## src/rtl/mtmr_pkg.sv

```systemverilog
package mtmr_pkg;

    localparam int unsigned MAX_HARTS = 8;
    localparam int unsigned SLOT_W    = $clog2(MAX_HARTS);
    localparam int unsigned WORD_W    = 64;
    localparam int unsigned HALF_W    = WORD_W / 2;

    typedef logic [WORD_W-1:0] word_t;

    typedef enum logic [1:0] {
        TGT_NONE = 2'd0,
        TGT_TIME = 2'd1,
        TGT_CMP  = 2'd2
    } tgt_e;

    typedef struct packed {
        tgt_e              tgt;
        logic              hi;
        logic [SLOT_W-1:0] slot;
        logic              err;
    } dec_t;

    // New register value after a write of the given size and half.
    function automatic word_t merge_wr(input word_t cur, input word_t wd,
                                       input logic wide, input logic hi);
        if (wide)
            return wd;
        else if (hi)
            return {wd[HALF_W-1:0], cur[HALF_W-1:0]};
        else
            return {cur[WORD_W-1:HALF_W], wd[HALF_W-1:0]};
    endfunction

    // Read data for the given size and half.
    function automatic word_t pick_rd(input word_t cur, input logic wide,
                                      input logic hi);
        if (wide)
            return cur;
        else if (hi)
            return {{HALF_W{1'b0}}, cur[WORD_W-1:HALF_W]};
        else
            return {{HALF_W{1'b0}}, cur[HALF_W-1:0]};
    endfunction

endpackage

```

## src/rtl/mtmr_decode.sv

```systemverilog
module mtmr_decode
    import mtmr_pkg::*;
#(
    parameter int unsigned           NUM_HARTS = 2,
    parameter int unsigned           ADDR_W    = 16,
    parameter logic [ADDR_W-1:0]     CMP_BASE  = '0,
    parameter logic [ADDR_W-1:0]     TIME_BASE = 16'h7FF8
) (
    input  logic [ADDR_W-1:0] addr,
    input  logic              wide,
    output dec_t              dec
);
    localparam logic [ADDR_W-1:0] CMP_SPAN = ADDR_W'(8 * NUM_HARTS);

    logic [ADDR_W-1:0] rel;
    logic              off_ok;
    logic              in_time;
    logic              in_cmp;

    always_comb begin
        rel     = addr - CMP_BASE;
        in_time = (addr[ADDR_W-1:3] == TIME_BASE[ADDR_W-1:3]);
        in_cmp  = (rel < CMP_SPAN);
        off_ok  = (addr[2:0] == 3'd0) || (addr[2:0] == 3'd4 && !wide);

        dec      = '0;
        dec.hi   = addr[2];
        dec.slot = rel[SLOT_W+2:3];
        if (in_time && off_ok)
            dec.tgt = TGT_TIME;
        else if (in_cmp && off_ok)
            dec.tgt = TGT_CMP;
        else
            dec.tgt = TGT_NONE;
        dec.err = (dec.tgt == TGT_NONE);
    end

endmodule

```

## src/rtl/mtmr_counter.sv

```systemverilog
module mtmr_counter
    import mtmr_pkg::*;
(
    input  logic  clk,
    input  logic  rst,
    input  logic  tick,
    input  logic  wr_en,
    input  logic  wr_wide,
    input  logic  wr_hi,
    input  word_t wr_data,
    output word_t time_q
);
    always_ff @(posedge clk) begin
        if (rst)
            time_q <= '0;
        else if (wr_en)
            time_q <= merge_wr(time_q, wr_data, wr_wide, wr_hi);
        else if (tick)
            time_q <= time_q + word_t'(1);
    end

endmodule

```

## src/rtl/mtmr_cmp_slot.sv

```systemverilog
module mtmr_cmp_slot
    import mtmr_pkg::*;
(
    input  logic  clk,
    input  logic  rst,
    input  logic  wr_en,
    input  logic  wr_wide,
    input  logic  wr_hi,
    input  word_t wr_data,
    input  word_t time_q,
    output word_t cmp_q,
    output logic  irq_q
);
    always_ff @(posedge clk) begin
        if (rst)
            cmp_q <= '1;
        else if (wr_en)
            cmp_q <= merge_wr(cmp_q, wr_data, wr_wide, wr_hi);
    end

    // Registered compare: follows every change of either operand one cycle later.
    always_ff @(posedge clk) begin
        if (rst)
            irq_q <= 1'b0;
        else
            irq_q <= (cmp_q <= time_q);
    end

endmodule

```

## src/rtl/mtmr_top.sv

```systemverilog
module mtmr_top
    import mtmr_pkg::*;
#(
    parameter int unsigned       NUM_HARTS = 2,
    parameter int unsigned       ADDR_W    = 16,
    parameter logic [ADDR_W-1:0] CMP_BASE  = '0,
    parameter logic [ADDR_W-1:0] TIME_BASE = 16'h7FF8
) (
    input  logic                 clk,
    input  logic                 rst,
    input  logic                 tick_i,
    input  logic                 req_valid_i,
    input  logic                 req_we_i,
    input  logic                 req_wide_i,
    input  logic [ADDR_W-1:0]    req_addr_i,
    input  logic [63:0]          req_wdata_i,
    output logic                 rsp_valid_o,
    output logic [63:0]          rsp_rdata_o,
    output logic                 rsp_err_o,
    output logic [NUM_HARTS-1:0] irq_o
);
    dec_t  dec;
    logic  wr_ok;
    word_t time_q;
    word_t cmp_q [NUM_HARTS];
    word_t rd_val;

    mtmr_decode #(
        .NUM_HARTS (NUM_HARTS),
        .ADDR_W    (ADDR_W),
        .CMP_BASE  (CMP_BASE),
        .TIME_BASE (TIME_BASE)
    ) u_dec (
        .addr (req_addr_i),
        .wide (req_wide_i),
        .dec  (dec)
    );

    assign wr_ok = req_valid_i && req_we_i && !dec.err;

    mtmr_counter u_ctr (
        .clk     (clk),
        .rst     (rst),
        .tick    (tick_i),
        .wr_en   (wr_ok && dec.tgt == TGT_TIME),
        .wr_wide (req_wide_i),
        .wr_hi   (dec.hi),
        .wr_data (req_wdata_i),
        .time_q  (time_q)
    );

    for (genvar g = 0; g < NUM_HARTS; g++) begin : g_slot
        mtmr_cmp_slot u_slot (
            .clk     (clk),
            .rst     (rst),
            .wr_en   (wr_ok && dec.tgt == TGT_CMP && dec.slot == SLOT_W'(g)),
            .wr_wide (req_wide_i),
            .wr_hi   (dec.hi),
            .wr_data (req_wdata_i),
            .time_q  (time_q),
            .cmp_q   (cmp_q[g]),
            .irq_q   (irq_o[g])
        );
    end

    always_comb begin
        rd_val = '0;
        if (dec.tgt == TGT_TIME)
            rd_val = pick_rd(time_q, req_wide_i, dec.hi);
        else if (dec.tgt == TGT_CMP) begin
            for (int i = 0; i < NUM_HARTS; i++)
                if (dec.slot == SLOT_W'(i))
                    rd_val = pick_rd(cmp_q[i], req_wide_i, dec.hi);
        end
    end

    always_ff @(posedge clk) begin
        if (rst) begin
            rsp_valid_o <= 1'b0;
            rsp_err_o   <= 1'b0;
            rsp_rdata_o <= '0;
        end else begin
            rsp_valid_o <= req_valid_i;
            rsp_err_o   <= req_valid_i && dec.err;
            rsp_rdata_o <= (req_valid_i && !req_we_i) ? rd_val : '0;
        end
    end

endmodule

```

## config.mk

```make
export PLATFORM = sky130hd
export DESIGN_NAME = mtmr_top
export DESIGN_NICKNAME = d
export VERILOG_FILES = /design/src/rtl/mtmr_pkg.sv /design/src/rtl/mtmr_decode.sv /design/src/rtl/mtmr_counter.sv /design/src/rtl/mtmr_cmp_slot.sv /design/src/rtl/mtmr_top.sv
export SDC_FILE = /design/constraint.sdc
export NUM_CORES = 1
export LEC_CHECK = 0
export CAP_MARGIN = 10
export CORE_MARGIN = 2
export CORE_UTILIZATION = 41
export CTS_CLUSTER_DIAMETER = 80
export CTS_CLUSTER_SIZE = 25
export DETAILED_ROUTE_END_ITERATION = 7
export PLACE_DENSITY = 0.64
export SYNTH_ARGS = -nofsm -noshare
export SYNTH_HDL_FRONTEND = slang
export SYNTH_HIERARCHICAL = 1
export SYNTH_SLANG_ARGS = --single-unit
```

## constraint.sdc

```tcl
create_clock -name clk -period 9.2 [get_ports clk]
set_input_delay 0.92 -clock clk [delete_from_list [all_inputs] [get_ports clk]]
set_output_delay 0.92 -clock clk [all_outputs]
set_load 0.02 [all_outputs]
```

==> flow_summary.json, run 1 <==
{
  "status": "complete, no violations",
  "numCtsBuffers": 22,
  "holdWs_ns": 0.499,
  "grtUsageTotal": 0.311,
  "first_pass_iters": 7,
  "synth_cells": 1942,
  "gr-total-overflow": 0,
  "insertion_delay_ns": 0.57,
  "p_per_area_mw_per_mm2": 126,
  "detail_route.iter0.violations": 1796,
  "cp_slowest_cell": "and3_1",
  "dp_hpwl_um": 46400,
  "instances_no_fill": 2560,
  "slew_headroom": 0.227,
  "clockBufferDepth": 3,
  "seq_area_frac_synth": 0.310,
  "synth-edff-count": 0,
  "async_flop_share": 0,
  "r2r_cells": 6,
  "syn2layout_area_growth_pct": 16.2,
  "vias_per_cell": 6.55,
  "synth_compound_area_frac": 0.223,
  "grt_pass1_wl_um": 101000,
  "fmax_mhz": 173,
  "max_stage_delay_ns": 0.87,
  "fin_skew_ns": 0.0342,
  "peakVddDrop_v": 0.000172,
  "synthXorXnorAreaFrac": 0.00104,
  "cts_hold_buf": 0,
  "clock-root-buffer": "clkbuf_16",
  "antenna_found_initial": 1,
  "clock-sinks": 260,
  "syn_nets": 2157,
  "core_region_area_mm2": 0.0406,
  "startpoint_type": "input pin",
  "cap_violations": 0,
  "finalCriticalPeriod_ns": 5.77,
  "setup_viol_count_final": 0,
  "ios": 154,
  "synth_area_mm2": 0.0168,
  "fin_util": 0.480,
  "syn_avg_cell_area_um2": 8.65,
  "synth_seq_cells": 260,
  "grt_max_degree": 75,
  "min_path_type": "register to register",
  "worstPathCellList": "clkdlybuf4s50_1, a2111o_1, nor4_2, o21ba_1, nand3b_1, inv_1, and3_1, buf_4, nor2b_2, buf_4, nand2_1, nand3b_1",
  "cellLeakagePower_nw": 6.81,
  "rows": 74,
  "post-place-cells": 2519,
  "htreeDepth": 1,
  "via_count": 16777,
  "clkTransAtPathRegs_ns": 0.08,
  "die_x_um": 206,
  "cts_setup_buffers": 0,
  "fill_cells": 3866,
  "cts_resized": 0,
  "slew_violations": 0,
  "synth-simple-area-share": 0.212,
  "synth-main-ff-cell": "dfxtp_1",
  "drt-total-wl_um": 67100,
  "final_hold_viol_count": 0,
  "synth_warnings": 6,
  "grt_pass1_vias": 16129,
  "fin_setup_tns_ns": 0,
  "critPathCaptureType": "register",
  "path_class": "input pin to register",
  "crit_required_ns": 9.69,
  "critPathTopFamily": "simple AND/OR/NAND/NOR gates",
  "dieArea_mm2": 0.0426,
  "worst_slew_pin_slew_ns": 1.15,
  "crit_buf_inv": 4,
  "regArea_mm2": 0.00520,
  "finalNetCount": 2226,
  "place_congestion": 0.969,
  "fin_ws_ns": 3.43,
  "dieHeight_um": 206,
  "io_buffer_count": 153,
  "dp_worst_setup_slack_ns": 3.02,
  "holdPathStages": 2,
  "ant_nets": 0,
  "layout-drive-gt1-share": 0.0898,
  "cts_tree": "built",
  "cp.arrival_ns": 6.25,
  "period_share": 0.627,
  "wire_per_inst_um": 26.2,
  "cp_max_fo": 21,
  "drc": 0,
  "multi_input_area_mm2": 0.0105,
  "synth_top_family_by_area": "compound AO/OA/AOI/OAI gates",
  "cp_num_cells": 12,
  "rsz0062_at_grt": "no",
  "muxShareOfSynthArea": 0.0911,
  "synthAdderAreaFrac": 0.0961,
  "initial_utilization": 0.413,
  "ys_types": 79
}
tightest hold or removal path: cells and delay by family, from the launching register on:
| family | cells | cell delay (ns) |
|---|---|---|
| flip-flops | 1 | 0.33 |
| AND/OR/NAND/NOR | 2 | 0.12 |
metrics by stage:
| step | cell area, um2 | power [W] |
|---|---|---|
| 3_5_place_dp | 18600 | 0.00134 |
| 6_report | 19500 | 0.00247 |
| 5_1_grt | 19500 | 0.00253 |
| 2_1_floorplan | 16800 | 0.00125 |
| 4_1_cts | 19500 | 0.00248 |
| 3_3_place_gp | 18600 | 0.00134 |
logic make-up after synthesis:
kind of cell / Yosys count
AO/OA/AOI/OAI: 495
XOR/XNOR: 2
adder cells (fa/ha/maj): 129
buffers and inverters: 279
flip-flops: 260
multiplexers: 108
AND/OR/NAND/NOR: 669
flip-flops by register name, summed over array words and instances (netlist names):
name	count
g_slot.u_slot/cmp_q	128
u_ctr/time_q	64
rsp_err_o	1
g_slot.u_slot/irq_q	2
rsp_rdata_o	64
rsp_valid_o	1
synthesized netlist by cell type (7+ instances only):
master / count / area [um2]
nand3_1: 50 / 250
nor2_1: 95 / 357
dfxtp_1: 260 / 5200
o2bb2ai_1: 33 / 289
nor3_1: 32 / 160
nor4_1: 26 / 163
mux4_2: 26 / 586
a22oi_1: 57 / 428
o31ai_1: 7 / 52.6
nor2b_1: 19 / 119
a222oi_1: 11 / 110
buf_2: 7 / 35.0
nand4_1: 54 / 338
a22o_1: 70 / 613
and4_1: 11 / 96.3
a31oi_1: 13 / 81.3
inv_1: 141 / 529
mux2i_1: 44 / 440
a221o_1: 65 / 651
nand2_1: 245 / 920
or3_1: 8 / 50.1
a21o_1: 8 / 60.1
ha_1: 129 / 1610
buf_4: 8 / 60.1
nand3b_1: 65 / 488
and3_1: 9 / 56.3
o22ai_1: 18 / 113
o21ai_0: 55 / 275
a221oi_1: 9 / 78.8
mux2_2: 33 / 372
clkbuf_1: 110 / 413
nand4_2: 8 / 100
or4_1: 10 / 75.1
a21oi_1: 88 / 440
metal layers:
metal	wire length, um	track usage	up-vias
met5	0	0	-
met4	3190	0.146	0
met3	5760	0.0456	198
li1	-	-	7447
met1	28000	0.416	8208
met2	30100	0.492	924
layout by cell type, fill, tap and decap left out, drive strengths merged, types with 8 or more instances in the layout:
cell / n
dfxtp: 260
a211oi: 8
and3: 9
mux2i: 44
inv: 151
nand2: 247
nor3: 32
or3: 8
mux4: 31
a21o: 8
ha: 129
mux2: 33
o21ai: 61
clkdlybuf4s50: 150
buf: 33
nand3: 50
o22ai: 18
nor2: 95
a221o: 67
a22oi: 57
clkbuf: 23
a221oi: 9
nor2b: 19
a222oi: 11
a21oi: 88
or4: 11
nand3b: 65
nand4: 63
a22o: 70
nor4: 33
a31oi: 15
and4: 11
o2bb2ai: 33
area by class of cell:
class / instances / share of cell area
Antenna cell: 1 / 0.000128
Clock buffer: 23 / 0.0295
Clock inverter: 17 / 0.0147
Inverter: 141 / 0.0271
Multi-Input combinational cell: 1403 / 0.538
Sequential cell: 260 / 0.267
Tap cell: 532 / 0.0341
Timing Repair Buffer: 183 / 0.0894
path summary, 6_finish.rpt:
path	endpoint	startpoint	slack (ns)
max reg2reg	u_ctr/time_q[47]$_SDFFE_PP0P_	u_ctr/time_q[0]$_SDFFE_PP0P_	5.71
max	g_slot[1].u_slot/cmp_q[6]$_SDFFE_PP1P_	req_addr_i[2]	3.43
min	g_slot[1].u_slot/cmp_q[5]$_SDFFE_PP1P_	g_slot[1].u_slot/cmp_q[5]$_SDFFE_PP1P_	0.50
min reg2reg	g_slot[1].u_slot/cmp_q[5]$_SDFFE_PP1P_	g_slot[1].u_slot/cmp_q[5]$_SDFFE_PP1P_	0.50
where the power goes:
group | internal (W) | switching (W) | leakage [nW]
combinational | 0.0000776 | 0.000113 | 4.28
clock | 0.000605 | 0.000542 | 0.422
sequential | 0.00113 | 0.00000373 | 2.10
total | 0.00181 | 0.000658 | 6.81
Power figures use the tool's default switching activity.
==> inputs of run 2 (changes only) <==
==> constraint.sdc (replaced) <==
create_clock -name clk -period 5.4 [get_ports clk]
set_input_delay 0.54 -clock clk [delete_from_list [all_inputs] [get_ports clk]]
set_output_delay 0.54 -clock clk [all_outputs]
set_load 0.02 [all_outputs]
==> flow_summary.json, run 2 (synthesized netlist as in run 1, its figures left out) <==
{
  "final_common_cell": "dfxtp_1",
  "clock-sinks": 260,
  "period_share": 0.763,
  "grt_max_degree": 82,
  "met3WireLength_um": 5690,
  "finalNetCount": 2235,
  "grt_pass1_wl_um": 100000,
  "clkTransAtPathRegs_ns": 0.08,
  "power_frac_comb": 0.083,
  "htreeDepth": 1,
  "slew_violations": 0,
  "final_hold_viol_count": 0,
  "via_count": 16587,
  "cp.arrival_ns": 4.54,
  "gr-total-overflow": 0,
  "fmax_mhz": 243,
  "path_class": "input pin to register",
  "fin_skew_ns": 0.0283,
  "drt-total-wl_um": 66500,
  "syn2layout_area_growth_pct": 15.8,
  "peakVddDrop_v": 0.000222,
  "startpoint_type": "input pin",
  "dieArea_mm2": 0.0426,
  "largest_reg_flops": 128,
  "grtUsageTotal": 0.309,
  "rows": 74,
  "dieHeight_um": 206,
  "ios": 154,
  "antennaDiodeCount": 0,
  "status": "complete, no violations",
  "first_pass_iters": 7,
  "rsz0062_at_grt": "no",
  "core_region_area_mm2": 0.0406,
  "fin_setup_tns_ns": 0,
  "cellLeakagePower_nw": 6.78,
  "multi_input_area_mm2": 0.0105,
  "cts_setup_buffers": 0,
  "cap_violations": 0,
  "critPathCaptureType": "register",
  "layout-drive-gt1-share": 0.0919,
  "fill_cells": 3896,
  "instances_no_fill": 2566,
  "worst_slew_pin_slew_ns": 1.07,
  "slew_headroom": 0.282,
  "initial_utilization": 0.413,
  "numCtsBuffers": 21,
  "clockBufferDepth": 3,
  "internal-power_w": 0.00284,
  "detail_route.iter0.violations": 1768,
  "cts_resized": 0,
  "finalCriticalPeriod_ns": 4.12,
  "drc": 0,
  "io_buffer_count": 153,
  "vias_per_cell": 6.46,
  "cts_tree": "built",
  "max_flop_register": "g_slot.u_slot/cmp_q",
  "place_congestion": 0.978,
  "cts_hold_buf": 0,
  "insertion_delay_ns": 0.56,
  "clock-root-buffer": "clkbuf_16",
  "p_per_area_mw_per_mm2": 201,
  "min_path_type": "register to register",
  "dp_hpwl_um": 46500,
  "reg.largest.list": "g_slot.u_slot/cmp_q: 128 flops, rsp_rdata_o: 64 flops, u_ctr/time_q: 64 flops",
  "layout_common_cells": "260 x dfxtp_1, 245 x nand2_1, 150 x clkdlybuf4s50_1, 141 x inv_1, 129 x ha_1",
  "grt_pass1_vias": 16078,
  "power_frac_seq": 0.493,
  "wire_per_inst_um": 25.9,
  "p_sw_frac": 0.273,
  "wl_met1_um": 28100,
  "setup_viol_count_final": 0,
  "antenna_found_initial": 0,
  "die_x_um": 206,
  "cp_max_fo": 28,
  "route.met2.wl_um": 30200,
  "crit_required_ns": 5.82,
  "p_clk_frac": 0.424,
  "ant_nets": 0,
  "p_sw_w": 0.00106,
  "post-place-cells": 2529,
  "top_layer_used": "met4",
  "regArea_mm2": 0.00520
}
[run 2: cell types whose count changed in the layout (fill, tap and decap cells not counted), moves of 2 or more]
cell / change
inv_12: -2
clkinv_8: +4
buf_4: +9
inv_16: -2
clkinv_2: +2
bufinv_16: -4
clkbuf_16: -2
clkbuf_8: +2
[run 2: worst max-delay path, cell delays in order]
cell and delay (ns):
clkdlybuf4s50_1 0.65, a2111o_1 0.53, nor4_2 0.46, o21ba_1 0.22
nand3b_1 0.25, nor2b_4 0.29, buf_4 0.35, a21o_1 0.56
buf_4 0.34, nor3_1 0.07, a31oi_1 0.17, nand3_1 0.09
[run 2: final cells by class]
class                           count  share of cell area
Tap cell                          532              0.0342
Multi-Input combinational cell   1403               0.540
Clock buffer                       24              0.0286
Timing Repair Buffer              193              0.0942
Clock inverter                     13             0.00772
Sequential cell                   260               0.268
Inverter                          141              0.0272
[run 2: path summary, 6_finish.rpt]
| path | startpoint | endpoint | slack (ns) | cells past startpoint |
|---|---|---|---|---|
| min | g_slot[1].u_slot/cmp_q[19]$_SDFFE_PP1P_ | g_slot[1].u_slot/cmp_q[19]$_SDFFE_PP1P_ | 0.49 | 2 |
| min reg2reg | g_slot[1].u_slot/cmp_q[19]$_SDFFE_PP1P_ | g_slot[1].u_slot/cmp_q[19]$_SDFFE_PP1P_ | 0.49 | 2 |
| max reg2reg | u_ctr/time_q[2]$_SDFFE_PP0P_ | u_ctr/time_q[63]$_SDFFE_PP0P_ | 1.74 | 6 |
| max | req_addr_i[2] | u_ctr/time_q[44]$_SDFFE_PP0P_ | 1.28 | 12 |
[run 2: per-layer routing]
metal,up-vias,track usage
met5,-,0
met4,0,0.120
met3,179,0.0429
met2,889,0.497
met1,8055,0.419
li1,7464,-
[run 2: metrics by stage]
stage	total power (W)	util	worst slack [ns]	instance area (um2)	hold WS (ns)
CTS	0.00392	0.478	1.35	19400	0.495
global placement	0.00228	0.461	0.896	18700	0.473
global route	0.00401	0.478	1.04	19400	0.515
floorplan	0.00213	-	1.70	16800	0.452
finish	0.00390	0.478	1.28	19400	0.494
detailed placement	0.00228	0.461	0.754	18700	0.483
[run 2: power groups by stage]
stage | Clock, W | Combinational (W) | Sequential [W]
after floorplan | 0 | 0.000160 | 0.00197
after global placement | 0 | 0.000314 | 0.00197
after detailed placement | 0 | 0.000317 | 0.00197
after CTS | 0.00168 | 0.000317 | 0.00192
after global routing | 0.00175 | 0.000337 | 0.00192
final | 0.00166 | 0.000323 | 0.00192
